### config.mk
export PLATFORM = sky130hd
export DESIGN_NAME = intr_mask_ctrl
export DESIGN_NICKNAME = d
export VERILOG_FILES = /design/src/rtl/intr_pkg.sv /design/src/rtl/intr_ctrl_dec.sv /design/src/rtl/intr_datapath.sv /design/src/rtl/intr_mask_ctrl.sv
export SDC_FILE = /design/constraint.sdc
export NUM_CORES = 1
export LEC_CHECK = 0
export BUFFER_PORTS_ARGS = -buffer_cell sky130_fd_sc_hd__buf_2
export CELL_PAD_IN_SITES_DETAIL_PLACEMENT = 1
export CELL_PAD_IN_SITES_GLOBAL_PLACEMENT = 1
export CORE_UTILIZATION = 34
export DETAILED_ROUTE_END_ITERATION = 10
export MAX_ROUTING_LAYER = met4
export PLACE_DENSITY_LB_ADDON = 0.1
export SYNTH_ARGS = -nofsm -noshare
export SYNTH_HDL_FRONTEND = slang
export SYNTH_HIERARCHICAL = 1
export SYNTH_SLANG_ARGS = --single-unit
### constraint.sdc
create_clock -name clk -period 2.6 [get_ports clk]
set_clock_uncertainty 0.15 [all_clocks]
set_input_delay 0.26 -clock clk [delete_from_list [all_inputs] [get_ports clk]]
set_output_delay 0.26 -clock clk [all_outputs]
set_load 0.02 [all_outputs]
### src/rtl/intr_pkg.sv
package intr_pkg;

  localparam logic [7:0] OFS_IRQ_RAW  = 8'h00;
  localparam logic [7:0] OFS_IRQ_MSK  = 8'h04;
  localparam logic [7:0] OFS_IRQ_EN   = 8'h08;
  localparam logic [7:0] OFS_IRQ_SET  = 8'h0C;
  localparam logic [7:0] OFS_IRQ_CLR  = 8'h10;
  localparam logic [7:0] OFS_SOFT     = 8'h14;
  localparam logic [7:0] OFS_FIQ_RAW  = 8'h20;
  localparam logic [7:0] OFS_FIQ_MSK  = 8'h24;
  localparam logic [7:0] OFS_FIQ_SET  = 8'h28;
  localparam logic [7:0] OFS_FIQ_CLR  = 8'h2C;

  typedef enum logic [2:0] {
    RD_NONE,
    RD_IRQ_RAW,
    RD_IRQ_MSK,
    RD_IRQ_EN,
    RD_SOFT,
    RD_FIQ_RAW,
    RD_FIQ_MSK
  } rdSel_e;

  typedef struct packed {
    logic   irqSet;
    logic   irqClr;
    logic   softWr;
    logic   fiqSet;
    logic   fiqClr;
    rdSel_e rdSel;
  } ctrlStrobe_t;

endpackage

### src/rtl/intr_ctrl_dec.sv
module intr_ctrl_dec
  import intr_pkg::*;
#(
  parameter int unsigned ADDR_W = 8
) (
  input  logic              pSel,
  input  logic              pEnable,
  input  logic              pWrite,
  input  logic [ADDR_W-1:0] pAddr,
  output ctrlStrobe_t       strobe
);

  logic wrAccess;
  logic rdAccess;

  assign wrAccess = pSel & pEnable & pWrite;
  assign rdAccess = pSel & ~pWrite;

  always_comb begin
    strobe       = '0;
    strobe.rdSel = RD_NONE;
    if (wrAccess) begin
      case (pAddr)
        ADDR_W'(OFS_IRQ_SET): strobe.irqSet = 1'b1;
        ADDR_W'(OFS_IRQ_CLR): strobe.irqClr = 1'b1;
        ADDR_W'(OFS_SOFT):    strobe.softWr = 1'b1;
        ADDR_W'(OFS_FIQ_SET): strobe.fiqSet = 1'b1;
        ADDR_W'(OFS_FIQ_CLR): strobe.fiqClr = 1'b1;
        default: ;
      endcase
    end
    if (rdAccess) begin
      case (pAddr)
        ADDR_W'(OFS_IRQ_RAW): strobe.rdSel = RD_IRQ_RAW;
        ADDR_W'(OFS_IRQ_MSK): strobe.rdSel = RD_IRQ_MSK;
        ADDR_W'(OFS_IRQ_EN):  strobe.rdSel = RD_IRQ_EN;
        ADDR_W'(OFS_SOFT):    strobe.rdSel = RD_SOFT;
        ADDR_W'(OFS_FIQ_RAW): strobe.rdSel = RD_FIQ_RAW;
        ADDR_W'(OFS_FIQ_MSK): strobe.rdSel = RD_FIQ_MSK;
        default:              strobe.rdSel = RD_NONE;
      endcase
    end
  end

endmodule

### src/rtl/intr_datapath.sv
module intr_datapath
  import intr_pkg::*;
#(
  parameter int unsigned NUM_SRC  = 32,
  parameter int unsigned DATA_W   = 32,
  parameter int unsigned SOFT_BIT = 1
) (
  input  logic               clk,
  input  logic               rstN,
  input  ctrlStrobe_t        strobe,
  input  logic [DATA_W-1:0]  pWdata,
  input  logic [NUM_SRC-1:0] irqSrc,
  input  logic               fiqSrc,
  output logic [DATA_W-1:0]  pRdata,
  output logic               irqOut,
  output logic               fiqOut,
  output logic [NUM_SRC-1:0] irqMask
);

  logic [NUM_SRC-1:0] irqRaw;
  logic [NUM_SRC-1:0] irqGated;
  logic [NUM_SRC-1:0] irqMaskNxt;
  logic [NUM_SRC-1:0] wrBits;
  logic               softReq;
  logic               fiqMask;
  logic               fiqGated;
  logic               unusedSoftPin;

  assign wrBits        = pWdata[NUM_SRC-1:0];
  assign unusedSoftPin = irqSrc[SOFT_BIT];

  for (genvar i = 0; i < NUM_SRC; i++) begin : g_raw
    if (i == SOFT_BIT) begin : g_soft
      assign irqRaw[i] = softReq;
    end else begin : g_pin
      assign irqRaw[i] = irqSrc[i];
    end
  end

  always_comb begin
    irqMaskNxt = irqMask;
    if (strobe.irqSet)      irqMaskNxt = irqMask | wrBits;
    else if (strobe.irqClr) irqMaskNxt = irqMask & ~wrBits;
  end

  always_ff @(posedge clk or negedge rstN) begin
    if (!rstN) begin
      irqMask <= '0;
      softReq <= 1'b0;
      fiqMask <= 1'b0;
    end else begin
      irqMask <= irqMaskNxt;
      if (strobe.softWr) softReq <= pWdata[0];
      if (strobe.fiqSet && pWdata[0])      fiqMask <= 1'b1;
      else if (strobe.fiqClr && pWdata[0]) fiqMask <= 1'b0;
    end
  end

  assign irqGated = irqRaw & irqMask;
  assign fiqGated = fiqSrc & fiqMask;
  assign irqOut   = |irqGated;
  assign fiqOut   = fiqGated;

  always_comb begin
    case (strobe.rdSel)
      RD_IRQ_RAW: pRdata = DATA_W'(irqRaw);
      RD_IRQ_MSK: pRdata = DATA_W'(irqGated);
      RD_IRQ_EN:  pRdata = DATA_W'(irqMask);
      RD_SOFT:    pRdata = DATA_W'(softReq);
      RD_FIQ_RAW: pRdata = DATA_W'(fiqSrc);
      RD_FIQ_MSK: pRdata = DATA_W'(fiqGated);
      default:    pRdata = '0;
    endcase
  end

endmodule

### src/rtl/intr_mask_ctrl.sv
module intr_mask_ctrl
  import intr_pkg::*;
#(
  parameter int unsigned NUM_SRC  = 32,
  parameter int unsigned ADDR_W   = 8,
  parameter int unsigned DATA_W   = 32,
  parameter int unsigned SOFT_BIT = 1
) (
  input  logic               clk,
  input  logic               rstN,
  input  logic               pSel,
  input  logic               pEnable,
  input  logic               pWrite,
  input  logic [ADDR_W-1:0]  pAddr,
  input  logic [DATA_W-1:0]  pWdata,
  output logic [DATA_W-1:0]  pRdata,
  input  logic [NUM_SRC-1:0] irqSrc,
  input  logic               fiqSrc,
  output logic               irqOut,
  output logic               fiqOut
);

  ctrlStrobe_t        strobe;
  logic [NUM_SRC-1:0] irqMask;

  intr_ctrl_dec #(
    .ADDR_W (ADDR_W)
  ) u_ctrl (
    .pSel    (pSel),
    .pEnable (pEnable),
    .pWrite  (pWrite),
    .pAddr   (pAddr),
    .strobe  (strobe)
  );

  intr_datapath #(
    .NUM_SRC  (NUM_SRC),
    .DATA_W   (DATA_W),
    .SOFT_BIT (SOFT_BIT)
  ) u_dp (
    .clk     (clk),
    .rstN    (rstN),
    .strobe  (strobe),
    .pWdata  (pWdata),
    .irqSrc  (irqSrc),
    .fiqSrc  (fiqSrc),
    .pRdata  (pRdata),
    .irqOut  (irqOut),
    .fiqOut  (fiqOut),
    .irqMask (irqMask)
  );

endmodule

-- Word level (Yosys, flattened, before mapping)
Cells that the tools add are included.
- input port bits: 78
- output and inout bits: 34
- latch bits: 0
- bits in read-only memories: 0
- logic and storage cells: 46
- RAM bits: 0
- bits in registers: 34
- memories kept: 0
- divide/modulo/power cells: 0
- equal/unequal tests: 15
- add/sub/neg operators: 0
- order comparisons: 0
- bitwise operators: 9
- reduce and logical (&&, ||, !) cells: 6
- shift operators: 0
- mux-type cells: 13
- $mul: 0
- operators by type and width (cell ; number):
    32-bit one-hot mux with 6 select lines ; 1
    32-bit bitwise AND ; 2
    32-bit 2-to-1 mux ; 2
    8-bit by 6-bit == test with 1-bit output, second input constant ; 4
    32-bit inverter ; 1
    32-bit OR ; 1
    32-bit OR reduction ; 1
    3-bit one-hot mux with 6 select lines ; 1
    8-bit by 4-bit == test with 1-bit output, second input constant ; 2
    8-bit by 5-bit == test with 1-bit output, second input constant ; 2
    3-bit == test, second input constant ; 3
    8-bit by 3-bit == test with 1-bit output, second input constant ; 1
    8-bit logical NOT ; 1
    1-bit 2-to-1 mux ; 7
    3-bit by 2-bit == test with 1-bit output, second input constant ; 2
    5-bit 2-to-1 mux ; 1
    1-bit bitwise AND ; 4
    2-bit nonzero test ; 2
    3-bit by 1-bit == test with 1-bit output, second input constant ; 1
    3-bit 2-to-1 mux ; 1
    1-bit logical AND ; 2
    1-bit inverter ; 1

-- Logic depth before layout (Yosys ltp)
- depth in word-level cells: 6
- gate-level depth with buffers: 7
- gate-level depth less buffers: 5

-- Modules after synthesis
Netlist, hierarchy kept.
- modules (own cells, without submodules) (module ; area each (um2) ; instances ; seq. area each (um2) ; cells each):
    intr_datapath ; 2369.8 ; 1 ; 850.8 ; 275
    intr_ctrl_dec ; 180.2 ; 1 ; 0.0 ; 21

-- Worst setup path after synthesis
No wires, ideal clock.
- path kind: input -> output
- from: input pAddr[0]
- to: output pRdata[10]
- stages: 7
- slack: 0.034 ns
- arrival time: 2.156 ns
- path through: or4_4 a211oi_1 buf_2 buf_2 buf_2 nand3_1 a21oi_1
- RTL lines (item ; RTL line ; source):
    start: declaration ; intr_mask_ctrl.sv:14 ; input logic [ADDR_W-1:0] pAddr,
    end: declaration ; intr_mask_ctrl.sv:16 ; output logic [DATA_W-1:0] pRdata,

==> results.toml <==
[power]
p_per_area_mw_per_mm2 = 326.7
swShare_pct = 25.96
clkPwrFrac_pct = 36.6
p_leak_nw = 1.556
p_int_mw = 0.8339
p_comb_share_pct = 15.0
vdd_ir_drop_max_v = 0.0002167
p_sw_mw = 0.2924
p_seq_share_pct = 48.4

[synthesis]
synth_edf_count = 0
netlist-cell-type-count = 32
synth_top_flop_cell = "dfrtp_1"
synth-adder-area-share_pct = 0
synth_xor_area_share_pct = 0
synth_area_leader_cell = "dfrtp_1"
synth_common_cells = "65 x nand2_1, 37 x a22o_1, 35 x nand3_1"
syn-cell-area_mm2 = 0.002550
synth_simple_gate_area_share_pct = 22.52
syn-num-nets = 374
yosys-top-cells-area = "dfrtp_1 33%, a22o_1 13%, nand2_1 9.6%, mux2_1 7.5%, mux2_2 7.1%"
synth_warnings = 6
synth_top_area_share_pct = 33.37
ys_seq_area_share_pct = 33.37
async_reset_ff_share_pct = 100.0
avgSynthCellArea_um2 = 8.615
synthMuxAreaShare_pct = 14.97
yosysMostFrequentCell = "nand2_1"
netlist_instances = 296
synth_top_family_by_area = "compound AO/OA/AOI/OAI gates"
ys_ff_latch = 34
synth_compound_area_share_pct = 25.52

[final_layout]
register_area_um2 = 850.8
multi_input_area_mm2 = 0.001643
finalNonFillerCells = 510
syn2layout_area_growth_pct = 35.18
antenna_cells = 0
drive_above_1_share_pct = 38.93
fillers = 901
fin_nets = 488

[floorplan]
die_h_um = 88.60
start_util_pct = 35.16
dieArea_mm2 = 0.007850
io_pins = 112
die_w_um = 88.60
rows = 31
coreArea_mm2 = 0.007253

[timing]
tns_ns = 0
whs_ns = 0.05904
worstMarginPinSlew_ns = 0.8103
rsz0062_at_grt = "true"
finalCritPeriodShare_pct = 97.52
max_freq_mhz = 394.4
finalWorstSetupSlack_ns = 0.06444
post-route-min-period_ns = 2.536
slew_headroom_pct = 45.98
setup_viol = 0
finalMaxSlewViolations = 0
hold_viol_final = 0

[placement]
dp_hpwl_um = 6035
gp_congestion = 0.7527
dp_cells = 499
io_buffers = 110
preCtsSetupSlack_ns = 0.01619

[clock_network]
clockBufferDepth = 2
cts_buffers = 5
cts-root-buf = "clkbuf_8"
htree_levels = 2
cts_tree = "yes"
insertion_delay_ns = 0.28
cts_sinks = 34
clk_pin_slew_ns = 0.07

[setup_path]
r2r_setup_slack_ns = 1.65
r2r_start = "u_dp/softReq"
crit_start = "pAddr[4]"
cp_data_arrival_time_ns = 2.13
cp-start-kind = "primary input"
cp.required_ns = 2.19
crit_path_end = "pRdata[22]"
worstSetupPathType = "in -> out"
timing.rr.end = "u_dp/softReq"
endpoint_kind = "output pin"
path_max_fanout = 20
reg2reg_depth = 1

[hold_path]
hold_path_class = "in -> reg"
holdPathStages = 2

[grt]
grt_first_pass_wirelength_um = 12900
grt_pass1_vias = 2759
groute.usage.overall_pct = 21.87
grt_max_degree = 47
antenna_found_initial = 0
grt_remaining_overflow = 0

[detailed_routing]
first_iter_violations = 81
first_pass_iters = 4
top_layer_used = "met4"
num_vias = 2770
drc = 0
wl_met2_um = 4095
routedLengthMet1_um = 3737
viasPerCell = 5.431
drtAntennaViolNets = 0
routed_wirelength_um = 8309
avgRoutedWirePerCell_um = 16.29
dr_wl_met3_um = 402

[outcome]
outcome = "finished clean"

[run]
cap_violations = 0
[stage by stage]
stage | total power [mW] | instance area [µm²] | utilization [%]
4_1_cts | 1.139 | 3411 | 47.02
5_1_grt | 1.181 | 3447 | 47.52
6_report | 1.126 | 3447 | 47.52
3_3_place_gp | 0.7193 | 3309 | 45.63
3_5_place_dp | 0.7241 | 3309 | 45.63
2_1_floorplan | 0.6069 | 2550 | -
[routing by layer]
| metal | global-route usage (%) | up-vias |
|---|---|---|
| met5 | - | - |
| met4 | 4.839 | 0 |
| met3 | 3.825 | 5 |
| met1 | 26.40 | 1345 |
| met2 | 38.04 | 77 |
| li1 | - | 1343 |
[worst max-delay path, stage by stage]
cell      delay, ns
buf_2          0.12
or4_4          0.55
a211oi_4       0.28
buf_6          0.24
mux2_2         0.35
nand2_1        0.06
a21oi_1        0.06
buf_2          0.17
[worst min path at each step]
stage / to / slack, ns / start
CTS: register / 0.05 / pWdata[13]
global route: register / 0.06 / pWdata[13]
global placement: asynchronous set/reset pin / 0.26 / rstN
floorplan: asynchronous set/reset pin / -0.19 / rstN
finish: register / 0.06 / pWdata[22]
detailed placement: asynchronous set/reset pin / 0.25 / rstN
[layout make-up]
cell class,count,share of cell area [%]
inverter,1,0.1089
timing repair buffer,128,21.31
clock buffer,7,2.505
tap,99,3.593
clock inverter,1,0.1452
sequential,34,24.68
multi-input combinational,240,47.66
[power by group through the flow]
stage / sequential (mW) / combinational (mW) / clock, mW
after global routing: 0.546 / 0.188 / 0.447
final: 0.545 / 0.169 / 0.413
after global placement: 0.555 / 0.165 / 0
after CTS: 0.545 / 0.171 / 0.424
after detailed placement: 0.555 / 0.169 / 0
after floorplan: 0.553 / 0.0542 / 0
[cells in the final DEF (no fill, tap or decap), types with 6 or more instances in the layout]
| cell type | n |
|---|---|
| a21oi_1 | 32 |
| a22o_1 | 37 |
| a22oi_1 | 8 |
| buf_2 | 110 |
| buf_4 | 13 |
| clkbuf_8 | 6 |
| dfrtp_1 | 34 |
| mux2_1 | 17 |
| mux2_2 | 16 |
| nand2_1 | 65 |
| nand3_1 | 35 |
[timing repair]
item / 4_1_cts / 5_1_grt
hold endpoints to repair: 34 / 0
setup buffers: 0 / 1
gates resized for setup: 0 / 1
setup endpoints to repair: 0 / 13
hold buffers: 1 / 0
[cell families (layout without fill, tap and decap cells)]
logic type	count (synthesis)	count (layout)
AOI/OAI and AO/OA	86	86
buffers and inverters	22	137
DFF	34	34
muxes	34	34
and+or+nand+nor	120	120
Note: power is estimated with default switching activity, not from simulation.
